**src/rtl/sus_pkg.sv**
```systemverilog
package sus_pkg;

  localparam logic [3:0] SRC_CRYSTAL = 4'b0100;
  localparam logic [3:0] SRC_EXTCLK  = 4'b0101;
  localparam logic [3:0] SRC_RCOSC   = 4'b0001;

  typedef enum logic [1:0] {
    WAIT_NONE  = 2'd0,
    WAIT_SHORT = 2'd1,
    WAIT_LONG  = 2'd2
  } msWaitT;

  typedef enum logic [2:0] {
    ST_LOAD = 3'd0,
    ST_CYC  = 3'd1,
    ST_FIX  = 3'd2,
    ST_MS   = 3'd3,
    ST_DONE = 3'd4
  } seqStateT;

  // strobes from control to datapath
  typedef struct packed {
    logic capture;   // sample selects, load the cycle count
    logic loadFix;   // load the fixed reset count
    logic loadMs;    // load the millisecond tick count
    logic decrement; // count down by one
  } strobeT;

endpackage

```
**src/rtl/sus_decode.sv**
```systemverilog
module sus_decode
  import sus_pkg::*;
(
  input  logic [3:0] srcSel,
  input  logic [1:0] sutSel,
  output logic       useLong,
  output msWaitT     msWait,
  output logic       illegal
);

  always_comb begin
    useLong = 1'b1;
    msWait  = WAIT_LONG;
    illegal = 1'b0;
    unique case (srcSel)
      SRC_CRYSTAL: begin
        useLong = (sutSel == 2'b11);
        unique case (sutSel)
          2'b01:   msWait = WAIT_SHORT;
          2'b10:   msWait = WAIT_LONG;
          default: msWait = WAIT_NONE;
        endcase
      end
      SRC_EXTCLK: begin
        useLong = 1'b1;
        unique case (sutSel)
          2'b00:   msWait = WAIT_NONE;
          2'b11:   msWait = WAIT_LONG;
          default: msWait = WAIT_SHORT;
        endcase
      end
      SRC_RCOSC: begin
        unique case (sutSel)
          2'b00: begin useLong = 1'b0; msWait = WAIT_NONE;  end
          2'b01: begin useLong = 1'b0; msWait = WAIT_SHORT; end
          2'b10: begin useLong = 1'b0; msWait = WAIT_LONG;  end
          default: illegal = 1'b1;
        endcase
      end
      default: illegal = 1'b1;
    endcase
  end

endmodule

```
**src/rtl/sus_datapath.sv**
```systemverilog
module sus_datapath
  import sus_pkg::*;
#(
  parameter int SHORT_CYCLES = 1024,
  parameter int LONG_CYCLES  = 16384,
  parameter int FIXED_CYCLES = 14,
  parameter int TICKS_PER_MS = 32,
  parameter int MS_SHORT     = 4,
  parameter int MS_LONG      = 64
) (
  input  logic   clk,
  input  logic   rstN,
  input  strobeT stb,
  input  logic   decUseLong,
  input  msWaitT decWait,
  input  logic   decIllegal,
  output logic   cntZero,
  output logic   cntOne,
  output logic   msNone,
  output logic   badCode
);

  localparam int MS_LONG_TICKS  = MS_LONG * TICKS_PER_MS;
  localparam int MS_SHORT_TICKS = MS_SHORT * TICKS_PER_MS;
  localparam int MAX_LOAD = (LONG_CYCLES > MS_LONG_TICKS) ? LONG_CYCLES : MS_LONG_TICKS;
  localparam int CW = $clog2(MAX_LOAD + 1);

  localparam logic [CW-1:0] LD_SHORT = CW'(SHORT_CYCLES - 1);
  localparam logic [CW-1:0] LD_LONG  = CW'(LONG_CYCLES - 1);
  localparam logic [CW-1:0] LD_FIX   = CW'(FIXED_CYCLES - 1);
  localparam logic [CW-1:0] LD_MSS   = CW'(MS_SHORT_TICKS);
  localparam logic [CW-1:0] LD_MSL   = CW'(MS_LONG_TICKS);

  logic [CW-1:0] cnt;
  msWaitT        waitReg;
  logic          badReg;

  always_ff @(posedge clk or negedge rstN) begin
    if (!rstN) begin
      cnt     <= '0;
      waitReg <= WAIT_NONE;
      badReg  <= 1'b0;
    end else if (stb.capture) begin
      cnt     <= decUseLong ? LD_LONG : LD_SHORT;
      waitReg <= decWait;
      badReg  <= decIllegal;
    end else if (stb.loadFix) begin
      cnt <= LD_FIX;
    end else if (stb.loadMs) begin
      cnt <= (waitReg == WAIT_LONG) ? LD_MSL : LD_MSS;
    end else if (stb.decrement) begin
      cnt <= cnt - 1'b1;
    end
  end

  assign cntZero = (cnt == '0);
  assign cntOne  = (cnt == CW'(1));
  assign msNone  = (waitReg == WAIT_NONE);
  assign badCode = badReg;

endmodule

```
**src/rtl/sus_ctrl.sv**
```systemverilog
module sus_ctrl
  import sus_pkg::*;
(
  input  logic   clk,
  input  logic   rstN,
  input  logic   resetReq,
  input  logic   wakeReq,
  input  logic   slowTick,
  input  logic   cntZero,
  input  logic   cntOne,
  input  logic   msNone,
  output strobeT stb,
  output logic   ready
);

  seqStateT state, stateNxt;
  logic     modeRst, modeRstNxt;

  always_comb begin
    stateNxt   = state;
    modeRstNxt = modeRst;
    stb        = '0;
    unique case (state)
      ST_LOAD: begin
        stb.capture = 1'b1;
        stateNxt    = ST_CYC;
      end
      ST_CYC: begin
        if (!cntZero) begin
          stb.decrement = 1'b1;
        end else if (modeRst) begin
          stb.loadFix = 1'b1;
          stateNxt    = ST_FIX;
        end else begin
          stateNxt = ST_DONE;
        end
      end
      ST_FIX: begin
        if (!cntZero) begin
          stb.decrement = 1'b1;
        end else if (msNone) begin
          stateNxt = ST_DONE;
        end else begin
          stb.loadMs = 1'b1;
          stateNxt   = ST_MS;
        end
      end
      ST_MS: begin
        if (slowTick) begin
          if (cntOne) stateNxt = ST_DONE;
          else        stb.decrement = 1'b1;
        end
      end
      ST_DONE: begin
        if (wakeReq) begin
          stateNxt   = ST_LOAD;
          modeRstNxt = 1'b0;
        end
      end
      default: stateNxt = ST_LOAD;
    endcase
    // a reset event overrides every phase and any wake in the same cycle
    if (resetReq) begin
      stateNxt   = ST_LOAD;
      modeRstNxt = 1'b1;
      stb        = '0;
    end
  end

  always_ff @(posedge clk or negedge rstN) begin
    if (!rstN) begin
      state   <= ST_LOAD;
      modeRst <= 1'b1;
      ready   <= 1'b0;
    end else begin
      state   <= stateNxt;
      modeRst <= modeRstNxt;
      ready   <= (stateNxt == ST_DONE);
    end
  end

endmodule

```
**src/rtl/startup_delay_seq.sv**
```systemverilog
module startup_delay_seq
  import sus_pkg::*;
#(
  parameter int SHORT_CYCLES = 1024,
  parameter int LONG_CYCLES  = 16384,
  parameter int FIXED_CYCLES = 14,
  parameter int TICKS_PER_MS = 32,
  parameter int MS_SHORT     = 4,
  parameter int MS_LONG      = 64
) (
  input  logic       clk,
  input  logic       rstN,
  input  logic       slowTick,
  input  logic       resetReq,
  input  logic       wakeReq,
  input  logic [3:0] srcSel,
  input  logic [1:0] sutSel,
  output logic       ready,
  output logic       badCode
);

  strobeT stb;
  logic   decUseLong, decIllegal;
  msWaitT decWait;
  logic   cntZero, cntOne, msNone;

  sus_decode u_decode (
    .srcSel  (srcSel),
    .sutSel  (sutSel),
    .useLong (decUseLong),
    .msWait  (decWait),
    .illegal (decIllegal)
  );

  sus_datapath #(
    .SHORT_CYCLES (SHORT_CYCLES),
    .LONG_CYCLES  (LONG_CYCLES),
    .FIXED_CYCLES (FIXED_CYCLES),
    .TICKS_PER_MS (TICKS_PER_MS),
    .MS_SHORT     (MS_SHORT),
    .MS_LONG      (MS_LONG)
  ) u_datapath (
    .clk        (clk),
    .rstN       (rstN),
    .stb        (stb),
    .decUseLong (decUseLong),
    .decWait    (decWait),
    .decIllegal (decIllegal),
    .cntZero    (cntZero),
    .cntOne     (cntOne),
    .msNone     (msNone),
    .badCode    (badCode)
  );

  sus_ctrl u_ctrl (
    .clk      (clk),
    .rstN     (rstN),
    .resetReq (resetReq),
    .wakeReq  (wakeReq),
    .slowTick (slowTick),
    .cntZero  (cntZero),
    .cntOne   (cntOne),
    .msNone   (msNone),
    .stb      (stb),
    .ready    (ready)
  );

endmodule

```
**config.mk**
```make
export PLATFORM = sky130hd
export DESIGN_NAME = startup_delay_seq
export DESIGN_NICKNAME = d
export VERILOG_FILES = /design/src/rtl/sus_pkg.sv /design/src/rtl/sus_decode.sv /design/src/rtl/sus_datapath.sv /design/src/rtl/sus_ctrl.sv /design/src/rtl/startup_delay_seq.sv
export SDC_FILE = /design/constraint.sdc
export NUM_CORES = 1
export LEC_CHECK = 0
export CORE_MARGIN = 2
export CORE_UTILIZATION = 28
export CTS_CLUSTER_DIAMETER = 30
export CTS_CLUSTER_SIZE = 14
export DETAILED_ROUTE_END_ITERATION = 12
export PLACE_DENSITY = 0.47
export SKIP_LAST_GASP = 1
export SYNTH_ARGS = -nofsm -noshare
export SYNTH_HDL_FRONTEND = slang
export SYNTH_SLANG_ARGS = --single-unit
export TNS_END_PERCENT = 1
```
**constraint.sdc**
```tcl
create_clock -name clk -period 4.3 [get_ports clk]
set_input_delay 0.86 -clock clk [delete_from_list [all_inputs] [get_ports clk]]
set_output_delay 0.86 -clock clk [all_outputs]
set_load 0.005 [all_outputs]
```
==> results.toml, run 1 <==
[global_routing]
antenna_found_initial = 0
grt_pass1_wl_um = 7630
grt.overflow.total = 0
first_global_vias = 1554
grtUsageTotal = 0.146
grt_start_max_net_pins = 24

[route]
drc = 0
drt_iter0_drc = 135
dr.pass1.iters = 4
via_count = 1548
wl_per_cell_um = 15.6
drt_wl_total_um = 4410
via_per_inst = 5.49
ant_nets = 0

[finish]
drive_gt1_frac = 0.0870
fill_cells = 619
nets = 227
diodes = 0
fin_cells = 282
area_growth_pct = 14.3

[placed_design]
portBuffers = 12
hpwl_um = 3200
gp_congestion = 0.806
placed_cells = 278

[critical_path]
cp.arrival_ns = 3.13
slowest_stage = "or3_1"
crit_chain = "clkdlybuf4s50_1 -> buf_4 -> or2_1 -> or3_1 -> o21a_2 -> a31oi_4 -> nand2_1 -> o2bb2ai_1"
end_kind = "flip-flop"
cp_slowest_stage_delay_ns = 0.54
crit_type = "in -> reg"
rr_worst_depth = 6
required_ns = 4.46
start_kind = "input port"
crit_fanout = 15

[sta]
fmax_mhz = 338
finalHoldViolCount = 0
min_period_ns = 2.96
skew_ns = 0.00293
finalCritPeriodShare = 0.689
rsz0062_at_grt = "false"
maxSlewViolCount = 0
max_slew_margin = 0.279
setup_violations = 0
tightest_slew_ns = 1.08
setup-tns-final_ns = 0

[yosys]
yosysWarningCount = 0
synth_area_leaders = "dfrtp_1 (32%), ha_1 (5.8%), a21oi_1 (5.0%), nor3_1 (4.4%), nand2_1 (3.7%)"
synth.top_cell.area_share = 0.321
ys_async_sr_fraction = 1.00
syn_area_per_cell_um2 = 8.74
synth_fp_nets = 215
ys_ff_latch = 23
syn_inst = 196
syn-cell-area_mm2 = 0.00171
yosys.area.top_type = "dfrtp_1"
synth_commonest_cells = "dfrtp_1 (22), a21oi_1 (17), nand2_1 (17)"
synth.most_common_cell = "dfrtp_1"
synth_edf_count = 0
synth-seq-area-share = 0.337
synth_cell_types = 52
synth_ff_type = "dfrtp_1"

[power]
switching_share = 0.317
clock_power_share = 0.277
p_sw_mw = 0.164
power_frac_seq = 0.509
powerDensity_mw_per_mm2 = 265
power.total_mw = 0.519
p_comb_frac = 0.214
vdd.ir_drop.worst_mv = 0.110
p_leak_nw = 0.695
internal_power_mw = 0.355

[worst_hold_path]
hold_depth = 1
hp-class = "reg -> reg"

[clocking]
cts_max_path_buffers = 2
post_cts.resized_instances = 0
clk_latency_ns = 0.27
root_buffer = "clkbuf_8"
cts_tree = "built"
numClockSinks = 23
cts_made_buffers = 3
path_clk_slew_ns = 0.09
post_cts_buffers = 0
cts.htree.levels = 1
postCtsHoldBufs = 0

[die]
die_w_um = 82.2
rows = 28
die_area_mm2 = 0.00676
die_h_um = 82.2
core_area_mm2 = 0.00592
start_util = 0.289
io_pins = 13

[job]
maxCapViolations = 0

[outcome]
run_status = "finished clean"
layer usage:
| metal | track usage | wire, um |
|---|---|---|
| met5 | 0 | 0 |
| met4 | 0.0567 | 125 |
| met3 | 0.0207 | 126 |
| met2 | 0.229 | 1950 |
| met1 | 0.201 | 2210 |
cells in the final DEF, fill, tap and decap left out, types with 4 or more instances in the layout:
| master | Yosys | final |
|---|---|---|
| a21oi_1 | 17 | 17 |
| clkdlybuf4s50_1 | 0 | 12 |
| dfrtp_1 | 22 | 22 |
| ha_1 | 8 | 8 |
| inv_1 | 7 | 7 |
| nand2_1 | 17 | 17 |
| nand3_1 | 5 | 5 |
| nand4_1 | 5 | 5 |
| nor2_1 | 9 | 9 |
| nor3_1 | 15 | 15 |
| nor3b_1 | 7 | 7 |
| nor4_1 | 4 | 4 |
| o21ai_0 | 8 | 8 |
| or3_1 | 7 | 7 |
| xnor2_1 | 4 | 4 |
power groups by stage:
stage	registers, mW	clock network (mW)	logic, mW
floorplan	0.255	0	0.0848
global placement	0.270	0	0.112
detailed placement	0.268	0	0.111
CTS	0.264	0.149	0.112
global route	0.269	0.163	0.126
finish	0.265	0.144	0.111
critical path, delay by kind of cell:
family,cells,cell delay (ns)
compound gates,3,0.72
buf+inv,2,0.59
simple gates,3,0.94
registers in the layout, indices dropped and copies added (netlist names):
signal,cells
u_ctrl.state,3
u_ctrl.modeRst,1
u_datapath.waitReg,2
u_datapath.cnt,15
u_datapath.badCode,1
u_ctrl.ready,1
worst paths after layout:
kind	to	slack, ns	startpoint
max in group asynchronous	u_ctrl.state[2]	2.49	rstN
min in group asynchronous	u_datapath.cnt[4]	1.17	rstN
setup / recovery	u_datapath.cnt[10]	1.34	resetReq
hold reg to reg	u_datapath.badCode	0.51	u_datapath.badCode
setup reg to reg	u_datapath.cnt[5]	1.64	u_datapath.cnt[6]
hold / removal	u_datapath.badCode	0.51	u_datapath.badCode
area by class of cell:
| type | instances | area (um^2) | area share |
|---|---|---|---|
| multi-input cells | 158 | 1070 | 0.548 |
| flip-flops and latches | 23 | 577 | 0.295 |
| repair buffers | 15 | 143 | 0.0728 |
| well taps | 75 | 93.8 | 0.0479 |
| clock buffers | 3 | 41.3 | 0.0211 |
| inverters | 7 | 26.3 | 0.0134 |
| clock inverters | 1 | 5.00 | 0.00256 |
through the flow:
step | worst slack [ns] | instance area [um^2] | util | hold slack (ns)
floorplan | 1.88 | 1710 | - | 0.480
global placement | 1.09 | 1910 | 0.323 | 0.504
detailed placement | 1.05 | 1910 | 0.323 | 0.486
CTS | 1.33 | 1960 | 0.331 | 0.517
global route | 1.19 | 1960 | 0.331 | 0.564
finish | 1.34 | 1960 | 0.331 | 0.511
logic make-up after synthesis:
kind of cell / after synthesis / synth area share
flops: 23 / 0.337
simple gates: 90 / 0.305
compound gates: 52 / 0.220
fa+ha+maj: 8 / 0.0584
xor+xnor: 6 / 0.0307
buf+inv: 15 / 0.0373
mux: 2 / 0.0124
Power figures use the tool's default switching activity.
==> inputs of run 2 (changes only) <==
==> constraint.sdc (replaced) <==
create_clock -name clk -period 2.85 [get_ports clk]
set_input_delay 0.57 -clock clk [delete_from_list [all_inputs] [get_ports clk]]
set_output_delay 0.57 -clock clk [all_outputs]
set_load 0.005 [all_outputs]
==> results.toml, run 2 (synthesized netlist as in run 1, its figures left out) <==
[global_routing]
grtUsageTotal = 0.141
first_global_vias = 1459
grt.overflow.total = 0
grt_start_max_net_pins = 24
grt_pass1_wl_um = 7270
antenna_found_initial = 0

[critical_path]
end_kind = "flip-flop"
crit_type = "reg -> reg"
start_kind = "flip-flop"
required_ns = 3.02
cp.arrival_ns = 2.66
crit_fanout = 7

[die]
die_w_um = 82.2
rows = 28
die_h_um = 82.2
core_area_mm2 = 0.00592
io_pins = 13
start_util = 0.289
die_area_mm2 = 0.00676

[sta]
skew_ns = 0.00240
maxSlewViolCount = 0
finalCritPeriodShare = 0.873
tightest_slew_ns = 0.520
max_slew_margin = 0.651
fmax_mhz = 402
min_period_ns = 2.49
timing.hold.ws_ns = 0.547
setup_violations = 0
rsz0062_at_grt = "false"
setup-tns-final_ns = 0
finalHoldViolCount = 0

[finish]
area_growth_pct = 17.4
largest_reg_flops = 15
nets = 234
layout_common_cells = "dfrtp_1 (22), nand2_1 (17), a21oi_1 (17)"
mostFrequentLayoutCell = "dfrtp_1"
fill_cells = 628
top_register = "u_datapath.cnt"
drive_gt1_frac = 0.117
fin_cells = 289
top_regs = "u_datapath.cnt (15), u_ctrl.state (3), u_datapath.waitReg (2)"
diodes = 0
finalInstanceArea_mm2 = 0.00201

[clocking]
clk_latency_ns = 0.27
post_cts_buffers = 0
cts.htree.levels = 1
cts_tree = "built"
post_cts.resized_instances = 0
cts_made_buffers = 3
postCtsHoldBufs = 0
cts_max_path_buffers = 2
root_buffer = "clkbuf_8"
numClockSinks = 23
path_clk_slew_ns = 0.10

[power]
powerDensity_mw_per_mm2 = 393
vdd.ir_drop.worst_mv = 0.178
power.total_mw = 0.790
p_leak_nw = 0.730

[placed_design]
postPlaceCellArea_mm2 = 0.00196
portBuffers = 12
placed_cells = 285
hpwl_um = 3270
gp_congestion = 0.901

[route]
drt_wl_total_um = 4470
dr.pass1.iters = 4
wl_per_cell_um = 15.5
drt_iter0_drc = 81
drc = 0
via_count = 1542
ant_nets = 0
via_per_inst = 5.34

[outcome]
run_status = "finished clean"

[job]
maxCapViolations = 0

[worst_hold_path]
hp-class = "reg -> reg"
-- run 2: cell types whose count changed in the layout (fill, tap and decap cells not counted) --
cell	before	now
buf_4	3	10
-- run 2: cell type report --
type                       count  area [um^2]  share of cell area
timing repair buffer          22          195              0.0971
clock buffer                   3         41.3              0.0205
sequential                    23          577               0.287
multi-input combinational    158         1070               0.533
tap                           75         93.8              0.0467
clock inverter                 1         5.00             0.00249
inverter                       7         26.3              0.0131
-- run 2: report_power, final --
group / internal, mW / switching (mW)
clock network: 0.0981 / 0.123
registers: 0.356 / 0.0436
logic: 0.0833 / 0.0857
-- run 2: worst paths after layout --
check	start	end	slack (ns)	cells past startpoint
min reg2reg	u_datapath.badCode	u_datapath.badCode	0.55	1
max in group asynchronous	rstN	u_ctrl.modeRst	1.90	2
min	u_datapath.badCode	u_datapath.badCode	0.55	1
max reg2reg	u_datapath.cnt[2]	u_datapath.cnt[11]	0.36	6
max	u_datapath.cnt[2]	u_datapath.cnt[11]	0.36	6
min in group asynchronous	rstN	u_datapath.cnt[4]	0.66	2
-- run 2: stage by stage --
stage                      util  worst slack (ns)
after floorplan               -             0.571
after global placement    0.332             0.196
after detailed placement  0.332             0.178
after CTS                 0.340             0.399
after global routing      0.340             0.311
final                     0.340             0.362
-- run 2: worst max-delay path: stages (launching register included) --
cell       delay, ns
dfrtp_1         0.48
or4_4           0.56
or3_1           0.40
or3_4           0.41
a21oi_1         0.26
nand4bb_1       0.14
o221a_2         0.14
-- run 2: metal layers --
| layer | wire (um) | GRT usage | vias up |
|---|---|---|---|
| li1 | - | - | 776 |
| met1 | 2230 | 0.200 | 714 |
| met2 | 1940 | 0.211 | 41 |
| met3 | 165 | 0.0196 | 11 |
| met4 | 126 | 0.0617 | 0 |
| met5 | 0 | 0 | - |
